===== src/rtl/sfl_pkg.sv =====
package sfl_pkg;

  typedef enum logic [2:0] {
    S_IDLE,
    S_CMDH,
    S_CMDL,
    S_STWAIT,
    S_STH,
    S_STL,
    S_DATA,
    S_HALT
  } state_e;

  // Strobes from the control FSM to the datapath.
  typedef struct packed {
    logic loadCount;
    logic decCount;
    logic loadDeadline;
    logic tickDeadline;
    logic clrPhase;
    logic togglePhase;
    logic captureByte;
    logic setOverrun;
    logic setCountErr;
    logic clrFlags;
  } ctl_s;

endpackage


===== src/rtl/sfl_dpath.sv =====
module sfl_dpath
  import sfl_pkg::*;
#(
  parameter int MAX_BYTES    = 36,
  parameter int FRAME_CYCLES = 6000000
) (
  input  logic       clk,
  input  logic       rstN,
  input  ctl_s       ctl,
  input  logic [7:0] busIn,
  input  logic       outReady,
  output logic       countIsOne,
  output logic       countTooBig,
  output logic       countZeroIn,
  output logic       deadlineZero,
  output logic       hiPhase,
  output logic       holdFree,
  output logic [7:0] outData,
  output logic       outValid,
  output logic       overrun,
  output logic       countErr
);

  localparam int CNT_W = $clog2(MAX_BYTES + 1);
  localparam int DL_W  = $clog2(FRAME_CYCLES + 1);

  logic [CNT_W-1:0] count;
  logic [DL_W-1:0]  deadline;

  // Status low byte checks, evaluated while the byte is on the bus.
  assign countTooBig  = int'(busIn) > MAX_BYTES;
  assign countZeroIn  = busIn == 8'd0;
  assign countIsOne   = count == CNT_W'(1);
  assign deadlineZero = deadline == '0;
  assign holdFree     = !outValid || outReady;

  // Remaining bytes of the current frame.
  always_ff @(posedge clk) begin
    if (!rstN) begin
      count <= '0;
    end else if (ctl.loadCount) begin
      count <= CNT_W'(busIn);
    end else if (ctl.decCount) begin
      count <= count - CNT_W'(1);
    end
  end

  // Per-frame deadline, counted down during the data phase.
  always_ff @(posedge clk) begin
    if (!rstN) begin
      deadline <= '0;
    end else if (ctl.loadDeadline) begin
      deadline <= DL_W'(FRAME_CYCLES);
    end else if (ctl.tickDeadline && !deadlineZero) begin
      deadline <= deadline - DL_W'(1);
    end
  end

  // Byte-half tracker for data bytes.
  always_ff @(posedge clk) begin
    if (!rstN) begin
      hiPhase <= 1'b1;
    end else if (ctl.clrPhase) begin
      hiPhase <= 1'b1;
    end else if (ctl.togglePhase) begin
      hiPhase <= !hiPhase;
    end
  end

  // One-byte holding slot towards the record stream.
  always_ff @(posedge clk) begin
    if (!rstN) begin
      outData  <= 8'd0;
      outValid <= 1'b0;
    end else if (ctl.captureByte) begin
      outData  <= busIn;
      outValid <= 1'b1;
    end else if (outReady) begin
      outValid <= 1'b0;
    end
  end

  // Sticky error flags.
  always_ff @(posedge clk) begin
    if (!rstN) begin
      overrun  <= 1'b0;
      countErr <= 1'b0;
    end else if (ctl.clrFlags) begin
      overrun  <= 1'b0;
      countErr <= 1'b0;
    end else begin
      if (ctl.setOverrun)  overrun  <= 1'b1;
      if (ctl.setCountErr) countErr <= 1'b1;
    end
  end

  p_hold_stable_r4: assert property (@(posedge clk) disable iff (!rstN)
    (outValid && !outReady) |=> (outValid && $stable(outData)));

  p_no_late_byte_r9: assert property (@(posedge clk) disable iff (!rstN)
    ctl.decCount |-> !deadlineZero);

endmodule


===== src/rtl/sfl_ctrl.sv =====
module sfl_ctrl
  import sfl_pkg::*;
#(
  parameter logic [7:0] CMD_REC  = 8'hC1,
  parameter logic [7:0] CMD_PLAY = 8'hC2
) (
  input  logic       clk,
  input  logic       rstN,
  input  logic       run,
  input  logic       recMode,
  input  logic [1:0] rateSel,
  input  logic       ack,
  input  logic [7:0] inData,
  input  logic       inValid,
  input  logic       countIsOne,
  input  logic       countTooBig,
  input  logic       countZeroIn,
  input  logic       deadlineZero,
  input  logic       hiPhase,
  input  logic       holdFree,
  output ctl_s       ctl,
  output logic [7:0] busOut,
  output logic       hiSel,
  output logic       rdStb,
  output logic       wrStb,
  output logic       inReady,
  output logic       frameDone
);

  state_e state, nextState;
  logic   modeRec, modeNext;

  always_ff @(posedge clk) begin
    if (!rstN) begin
      state   <= S_IDLE;
      modeRec <= 1'b0;
    end else begin
      state   <= nextState;
      modeRec <= modeNext;
    end
  end

  always_comb begin
    nextState = state;
    modeNext  = modeRec;
    ctl       = '0;
    busOut    = 8'd0;
    hiSel     = 1'b0;
    rdStb     = 1'b0;
    wrStb     = 1'b0;
    inReady   = 1'b0;
    frameDone = 1'b0;
    unique case (state)
      S_IDLE: begin
        if (run) begin
          modeNext     = recMode;
          ctl.clrFlags = 1'b1;
          nextState    = S_CMDH;
        end
      end
      S_CMDH: begin
        wrStb     = 1'b1;
        hiSel     = 1'b1;
        busOut    = modeRec ? CMD_REC : CMD_PLAY;
        nextState = S_CMDL;
      end
      S_CMDL: begin
        wrStb     = 1'b1;
        busOut    = {6'b0, rateSel};
        nextState = S_STWAIT;
      end
      S_STWAIT: begin
        if (!run)     nextState = S_IDLE;
        else if (ack) nextState = S_STH;
      end
      S_STH: begin
        rdStb     = 1'b1;
        hiSel     = 1'b1;
        nextState = S_STL;
      end
      S_STL: begin
        rdStb = 1'b1;
        if (countTooBig) begin
          ctl.setCountErr = 1'b1;
          nextState       = S_HALT;
        end else if (countZeroIn) begin
          frameDone = 1'b1;
          nextState = S_STWAIT;
        end else begin
          ctl.loadCount    = 1'b1;
          ctl.loadDeadline = 1'b1;
          ctl.clrPhase     = 1'b1;
          nextState        = S_DATA;
        end
      end
      S_DATA: begin
        hiSel = hiPhase;
        if (deadlineZero) begin
          ctl.setOverrun = 1'b1;
          nextState      = S_HALT;
        end else begin
          ctl.tickDeadline = 1'b1;
          if (modeRec) begin
            if (ack && holdFree) begin
              rdStb           = 1'b1;
              ctl.captureByte = 1'b1;
              ctl.decCount    = 1'b1;
              ctl.togglePhase = 1'b1;
            end
          end else if (inValid) begin
            wrStb           = 1'b1;
            inReady         = 1'b1;
            busOut          = inData;
            ctl.decCount    = 1'b1;
            ctl.togglePhase = 1'b1;
          end
          if (ctl.decCount && countIsOne) begin
            frameDone = 1'b1;
            nextState = S_STWAIT;
          end
        end
      end
      S_HALT: begin
        if (!run) nextState = S_IDLE;
      end
      default: nextState = S_IDLE;
    endcase
  end

  p_no_dual_strobe_r12: assert property (@(posedge clk) disable iff (!rstN)
    !(rdStb && wrStb));

  p_ready_only_on_write_r5: assert property (@(posedge clk) disable iff (!rstN)
    inReady |-> (wrStb && inValid));

endmodule


===== src/rtl/speech_frame_link.sv =====
module speech_frame_link
  import sfl_pkg::*;
#(
  parameter int          MAX_BYTES    = 36,
  parameter int          FRAME_CYCLES = 6000000,
  parameter logic [7:0]  CMD_REC      = 8'hC1,
  parameter logic [7:0]  CMD_PLAY     = 8'hC2
) (
  input  logic       clk,
  input  logic       rstN,
  input  logic       run,
  input  logic       recMode,
  input  logic [1:0] rateSel,
  input  logic       ack,
  input  logic [7:0] busIn,
  output logic [7:0] busOut,
  output logic       hiSel,
  output logic       rdStb,
  output logic       wrStb,
  input  logic [7:0] inData,
  input  logic       inValid,
  output logic       inReady,
  output logic [7:0] outData,
  output logic       outValid,
  input  logic       outReady,
  output logic       frameDone,
  output logic       overrun,
  output logic       countErr
);

  ctl_s ctl;
  logic countIsOne, countTooBig, countZeroIn, deadlineZero, hiPhase, holdFree;

  sfl_ctrl #(
    .CMD_REC (CMD_REC),
    .CMD_PLAY(CMD_PLAY)
  ) u_ctrl (
    .clk         (clk),
    .rstN        (rstN),
    .run         (run),
    .recMode     (recMode),
    .rateSel     (rateSel),
    .ack         (ack),
    .inData      (inData),
    .inValid     (inValid),
    .countIsOne  (countIsOne),
    .countTooBig (countTooBig),
    .countZeroIn (countZeroIn),
    .deadlineZero(deadlineZero),
    .hiPhase     (hiPhase),
    .holdFree    (holdFree),
    .ctl         (ctl),
    .busOut      (busOut),
    .hiSel       (hiSel),
    .rdStb       (rdStb),
    .wrStb       (wrStb),
    .inReady     (inReady),
    .frameDone   (frameDone)
  );

  sfl_dpath #(
    .MAX_BYTES   (MAX_BYTES),
    .FRAME_CYCLES(FRAME_CYCLES)
  ) u_dpath (
    .clk         (clk),
    .rstN        (rstN),
    .ctl         (ctl),
    .busIn       (busIn),
    .outReady    (outReady),
    .countIsOne  (countIsOne),
    .countTooBig (countTooBig),
    .countZeroIn (countZeroIn),
    .deadlineZero(deadlineZero),
    .hiPhase     (hiPhase),
    .holdFree    (holdFree),
    .outData     (outData),
    .outValid    (outValid),
    .overrun     (overrun),
    .countErr    (countErr)
  );

  p_err_quiet_r8: assert property (@(posedge clk) disable iff (!rstN)
    countErr |-> !(rdStb || wrStb));

  p_ovr_quiet_r10: assert property (@(posedge clk) disable iff (!rstN)
    overrun |-> !(rdStb || wrStb));

  p_done_on_strobe_r7: assert property (@(posedge clk) disable iff (!rstN)
    frameDone |-> (rdStb || wrStb));

endmodule


===== config.mk =====
export PLATFORM = sky130hd
export DESIGN_NAME = speech_frame_link
export DESIGN_NICKNAME = d
export VERILOG_FILES = /design/src/rtl/sfl_pkg.sv /design/src/rtl/sfl_dpath.sv /design/src/rtl/sfl_ctrl.sv /design/src/rtl/speech_frame_link.sv
export SDC_FILE = /design/constraint.sdc
export NUM_CORES = 1
export LEC_CHECK = 0
export BUFFER_PORTS_ARGS = -buffer_cell sky130_fd_sc_hd__buf_2
export CAP_MARGIN = 30
export CORE_MARGIN = 2
export CORE_UTILIZATION = 57
export CTS_CLUSTER_SIZE = 25
export DETAILED_ROUTE_END_ITERATION = 10
export GPL_TIMING_DRIVEN = 0
export HOLD_SLACK_MARGIN = 0.08
export PLACE_DENSITY = 0.91
export SETUP_SLACK_MARGIN = 0.02
export SYNTH_ARGS = -nofsm -noshare
export SYNTH_HDL_FRONTEND = slang
export SYNTH_SLANG_ARGS = --single-unit

===== constraint.sdc =====
create_clock -name clk -period 3.4 [get_ports clk]
set_input_delay 0.68 -clock clk [delete_from_list [all_inputs] [get_ports clk]]
set_output_delay 0.68 -clock clk [all_outputs]
set_load 0.1 [all_outputs]

# Word level (Yosys, flattened, before mapping)
# Cells that the tools add are included.
classes:
  bitwise_logic: 1
  shift: 0
  mux: 55
  n_addsub: 2
  n_reduce_logical: 20
  n_mul: 0
  n_eq_ne: 12
  n_div: 0
  magnitude_cmp: 1
ops:
  columns: ["op", "n"]
  rows:
  - ["23-bit two-way mux", 2]
  - ["1-bit two-way mux", 30]
  - ["3-bit two-way mux", 9]
  - ["8-bit two-way mux", 3]
  - ["3-bit case mux with 8 select lines", 1]
  - ["8-bit case mux with 3 select lines", 1]
  - ["23-bit logical NOT", 1]
  - ["23-bit by 1-bit subtractor with 23-bit output, second input constant", 1]
  - ["3-bit equality test, second input constant", 4]
  - ["6-bit two-way mux", 2]
  - ["2-bit OR reduction", 5]
  - ["8-bit by 6-bit > comparator with 1-bit output, second input constant", 1]
  - ["8-bit logical NOT", 1]
  - ["1-bit case mux with 2 select lines", 4]
  - ["3-bit by 2-bit equality test with 1-bit output, second input constant", 2]
  - ["6-bit by 1-bit equality test with 1-bit output, second input constant", 1]
  - ["2-bit two-way mux", 3]
  - ["2-bit nonzero test", 3]
  - ["6-bit by 1-bit subtractor with 6-bit output, second input constant", 1]
  - ["2-bit != test, second input constant", 2]
  - ["4-bit AND reduction", 1]
  - ["3-bit by 1-bit equality test with 1-bit output, second input constant", 1]
  - ["1-bit logical AND", 3]
  - ["1-bit logical NOT", 3]
  - ["6 further kinds", 6]
word_totals:
  latch_bits: 0
  n_memories: 0
  elab_cells: 101
  ramBits: 0
  mem_bits_ro: 0
  out_inout_bits: 24
  ff_bits: 45
  inputBits: 25

# Logic depth before layout (Yosys ltp)
depth:
  depth_word: 11
  mapped_depth: 10
  mapped_depth_nobuf: 7

# Hierarchy
# A second synthesis with hierarchy kept.
unflattened:
  cells_unflattened: 297
  area_unflattened_um2: 2503.7
by_module_without_submodules:
  columns: ["mod", "seq_area_each_um2", "cells_per_inst", "n_inst", "area_per_inst_um2"]
  rows:
  - ["sfl_dpath", 820.8, 226, 1, 2019.4]
  - ["sfl_ctrl", 80.1, 71, 1, 484.2]

# Least setup slack after synthesis
# No wires, ideal clock.
synth_timing:
  kind: "input to output"
  start: "in busIn[0]"
  end: "out frameDone"
  path_stages: 3
  setup_slack_ns: -0.760
  required_time_ns: 2.720
  arrival_time_ns: 3.480
  cell_sequence: "nor4_1 -> nand2_1 -> o32ai_1"
synth_between:
  elab_chain_cells: 4
  word_cells_on_any_way: 5
synth_rtl:
  columns: ["item", "line", "source"]
  rows:
  - ["start, declared", "speech_frame_link.sv:15", "input logic [7:0] busIn,"]
  - ["parallel branches: the longest is 2 deep, another holds 8-bit by 6-bit > comparator with 1-bit output", null, null]
  - ["1-bit two-way mux *", "sfl_ctrl.sv:83", "if (countTooBig) begin"]
  - ["1-bit case mux with 2 select lines *", "sfl_ctrl.sv:53", "unique case (state)"]
  - ["end, declared", "speech_frame_link.sv:26", "output logic frameDone,"]
# Every way passes the cells marked *.

# Worst setup path in the final report
layout_timing:
  start: "reg u_ctrl.state[0]"
  end: "out busOut[7]"
layout_between:
  elab_chain_cells: 2
  word_cells_on_any_way: 4
layout_rtl:
  columns: ["item", "line", "source"]
  rows:
  - ["start, declared", "sfl_ctrl.sv:30", "state_e state, nextState;"]
  - ["start signal, assigned", "sfl_ctrl.sv:38", "state <= nextState;"]
  - ["3-bit equality test (tied with other cells)", "sfl_ctrl.sv:53", null]
  - ["8-bit case mux with 3 select lines *", "sfl_ctrl.sv:53", null]
  - ["end, declared", "speech_frame_link.sv:16", "output logic [7:0] busOut,"]
# Mark *: on every way between the ends. The rest lies on a longest branch, timed or not.

==> qor.csv <==
stage,metric,value,unit
sta,worst_slack,0.1658,ns
yosys,synth_fp_nets,351,
place,routabilityCongestion,0.8422,
place,place.port_buffers,47,
sta,final-max-slew-violation-count,0,
power,pwr-share-comb,0.440,
worst_hold_path,holdPathEnd,u_dpath.outData[0]$_SDFFE_PN0P_,
worst_hold_path,timing.hold.worst_path_depth,2,
yosys,total_of_warnings_raised_by_yosys,0,
floorplan,floorplan.initialDensity,0.5962,
yosys,netlist_instances,317,
floorplan,io_pins,49,
yosys,synth_compound_area_frac,0.2097,
yosys,ys_ff_latch,45,
yosys,post_synth_mux_area_share,0.01149,
sta,clock_skew,0.008458,ns
global_route,grt_use_total,0.2635,
global_route,grt_start_max_net_pins,15,
critical_path,rr_endpoint,u_dpath.deadline[18]$_SDFFE_PP0P_,
place,place_worst_setup_slack,0.3850,ns
sta,timing_hold_violations_final,0,
critical_path,critPathKind,register to output pin,
yosys,asyncSetResetFlopFracSynth,0,
finish,design.final.nets,407,
worst_hold_path,min_path_type,register to register,
floorplan,num_rows,24,
finish,syn2layout_area_growth,18.57,%
sta,hold-worst-slack,0.4643,ns
sta,fmaxAchievable,0.3092,GHz
power,cell_internal_pwr,0.001052,W
floorplan,die_width,71.72,um
drt,routed_wirelength,7017,um
sta,post-route-period-util,0.9512,
yosys,yosys.area.top_type_share,0.3447,
yosys,netlist-cell-type-count,57,
yosys,yosys.cell_count.top_type,dfxtp_1,
drt,drt_iter0_markers,259,
power,share_of_total_power_in_the_clock_network,0.250,
clock_tree,htreeDepth,2,
drt,ant_nets,0,
run,max_cap_violations,0,
yosys,post_synth_instance_area,2614,um^2
critical_path,ff2ff_path_depth,8,
yosys,synth_simple_gate_area_share,0.2853,
clock_tree,ctsLongestPathBuffers,2,
finish,antenna-diode-count,0,
place,dp_hpwl,4816,um
critical_path,timing.critical_path.fanout_max,10,
clock_tree,numCtsBuffers,5,
critical_path,rrSetupSlack,0.87,ns
finish,layout-drive-gt1-share,0.2139,
power,ratio_of_total_power_to_cell_area,617.3,nW/um^2
yosys,most_used_dff_post_synth,dfxtp_1,
clock_tree,worst_skew_pair.late_latency,0.30,ns
sta,period_needed,3.234,ns
sta,worst-slew-pin-transition,0.8954,ns
clock_tree,clock_tree_from_tritoncts,yes,
critical_path,r2r_start,u_ctrl.state[1]$_SDFFE_PN0P_,
drt,route.detailed.drc,0,
power,p_seq_frac,0.310,
worst_hold_path,worstHoldStart,u_dpath.outData[0]$_SDFFE_PN0P_,
power,p_sw_frac,0.4500,
global_route,grt_first_pass_wirelength,10920,um
yosys,synth-adder-area-share,0.04308,
yosys,yosysTopAreaCell,dfxtp_1,
sta,slew_headroom,0.3994,
critical_path,cp.arrival,2.55,ns
global_route,number_of_antenna_violations_at_the_first_check_in_global_routing,0,
global_route,gr-total-overflow,0,
floorplan,core,4384,um^2
critical_path,start_kind,register,
yosys,synth.top_cells.by_count,"dfxtp_1 (45), o21ai_0 (30), nor2_1 (25), nand2_1 (20), xor2_1 (15)",
power,p_leak,1.271,nW
yosys,count_of_flip_flops_with_a_built_in_enable_after_synthesis,0,
sta,report.final.setup_viol,0,
clock_tree,path_clk_slew,0.09,ns
yosys,synth_area_per_cell,8.245,um^2
clock_tree,clock_sinks,45,
clock_tree,cts_root_buf,clkbuf_8,
floorplan,die-height,71.72,um
clock_tree,holdBufCountCts,0,
yosys,largest_family_of_logic_cells_by_synthesized_area,simple AND/OR/NAND/NOR gates,
critical_path,cp.required,2.72,ns
run_status,run_status,completed,
global_route,first_global_vias,2431,
yosys,ys_top_cells_by_area,"dfxtp_1 (34%), o21ai_0 (5.7%), xor2_1 (5.0%), ha_1 (4.3%), nor2_1 (3.6%)",
yosys,synth_xor_area_frac,0.06032,
yosys,synth-seq-area-share,0.3447,
drt,vias_per_cell,6.329,
critical_path,critical_path.endpoint_type,output pin,
power,ir_drop,0.3541,mV
drt,wl_per_cell,16.47,um
floorplan,floorplan_die_area,5143,um^2
drt,drtPass1Iterations,5,
drt,detailroute.via_count,2696,
power,power.net_switching,0.0008610,W
layer usage:
layer,vias to the layer above,track usage,wire length [um],part of all wire
li1,1271,-,-,-
met1,1245,0.3287,2836,0.40
met5,-,0,0,0
met4,0,0.1006,169,0.024
met3,26,0.05345,560,0.080
met2,154,0.4475,3450,0.49
worst max path at each step:
stage | slack [ns] | from | cells past startpoint | end
5_1_grt | -0.03 | u_ctrl.state[0]$_SDFFE_PN0P_ | 9 | busOut[6]
4_1_cts | 0.04 | u_ctrl.state[0]$_SDFFE_PN0P_ | 9 | busOut[4]
2_1_floorplan | 0.15 | u_ctrl.state[0]$_SDFFE_PN0P_ | 7 | rdStb
6_report | 0.17 | u_ctrl.state[0]$_SDFFE_PN0P_ | 9 | busOut[7]
3_3_place_gp | 0.41 | u_ctrl.state[0]$_SDFFE_PN0P_ | 9 | busOut[4]
3_5_place_dp | 0.39 | u_ctrl.state[0]$_SDFFE_PN0P_ | 9 | busOut[4]
logic make-up after synthesis:
kind of cell	Yosys count
flops	45
mux	3
buf+inv	27
simple gates	127
xor+xnor	18
fa+ha+maj	9
compound gates	88
through the flow:
stage | utilization | total power [W] | TNS, ns | instance area [um^2] | std cells
after global placement | 0.6664 | 0.001399 | 0 | 2922 | 416
final | 0.7069 | 0.001913 | 0 | 3099 | 426
after detailed placement | 0.6664 | 0.001420 | 0 | 2922 | 416
after CTS | 0.6969 | 0.001893 | 0 | 3055 | 424
after floorplan | - | 0.001268 | 0 | 2621 | 317
after global routing | 0.7069 | 0.001996 | -0.05164 | 3099 | 426
critical path: stages (launching register included):
cell	delay (ns)
dfxtp_1	0.35
inv_1	0.11
ha_1	0.15
buf_2	0.19
nand2_1	0.25
a21oi_4	0.31
and3_1	0.19
buf_2	0.16
a21o_1	0.12
buf_2	0.41
state kept, by name, indices dropped and copies added, names as in the netlist:
name              count
u_dpath.outValid      1
u_dpath.outData       8
u_dpath.overrun       1
u_ctrl.state          3
u_dpath.deadline     23
u_dpath.countErr      1
u_dpath.hiPhase       1
u_dpath.count         6
u_ctrl.modeRec        1
placed cells by master (no fill, tap or decap), types with 3 or more instances in the layout:
master	instances
buf_2	46
dfxtp_1	45
o21ai_0	28
nor2_1	25
nand2_1	20
xor2_1	15
a21oi_1	14
nand3_1	13
clkbuf_1	11
inv_1	9
ha_1	9
nor3_1	8
a31oi_1	8
nand4_1	7
or3_1	7
or4_1	6
nor2b_1	6
clkbuf_4	6
and2_1	5
or2_2	5
o211ai_1	5
clkbuf_8	5
o21ai_1	4
a211oi_1	4
a21o_1	3
nand2b_1	3
nand4b_1	3
a21boi_0	3
buf_4	3
mux2i_1	3
xnor2_1	3
final cells by class:
type,instances,area [um^2]
sequential,45,900.9
tap,52,65.06
fill,314,1285
buffer,18,85.08
clock buffer,5,68.82
clock inverter,3,65.06
timing repair buffer,49,265.3
multi-input combinational,245,1615
inverter,9,33.78
power by group through the flow:
stage / clock network [W] / registers [W] / logic (W)
after floorplan: 0 / 0.000608 / 0.000660
after global placement: 0 / 0.000600 / 0.000799
after detailed placement: 0 / 0.000602 / 0.000817
after CTS: 0.000480 / 0.000590 / 0.000823
after global routing: 0.000509 / 0.000596 / 0.000890
final: 0.000479 / 0.000593 / 0.000842
repair_timing:
item,in CTS,in global routing
endpoints found under the setup margin,0,10
buffers inserted,0,2
gates resized for setup,0,9
endpoints found under the hold margin,0,0
(Power assumes the default switching activity.)
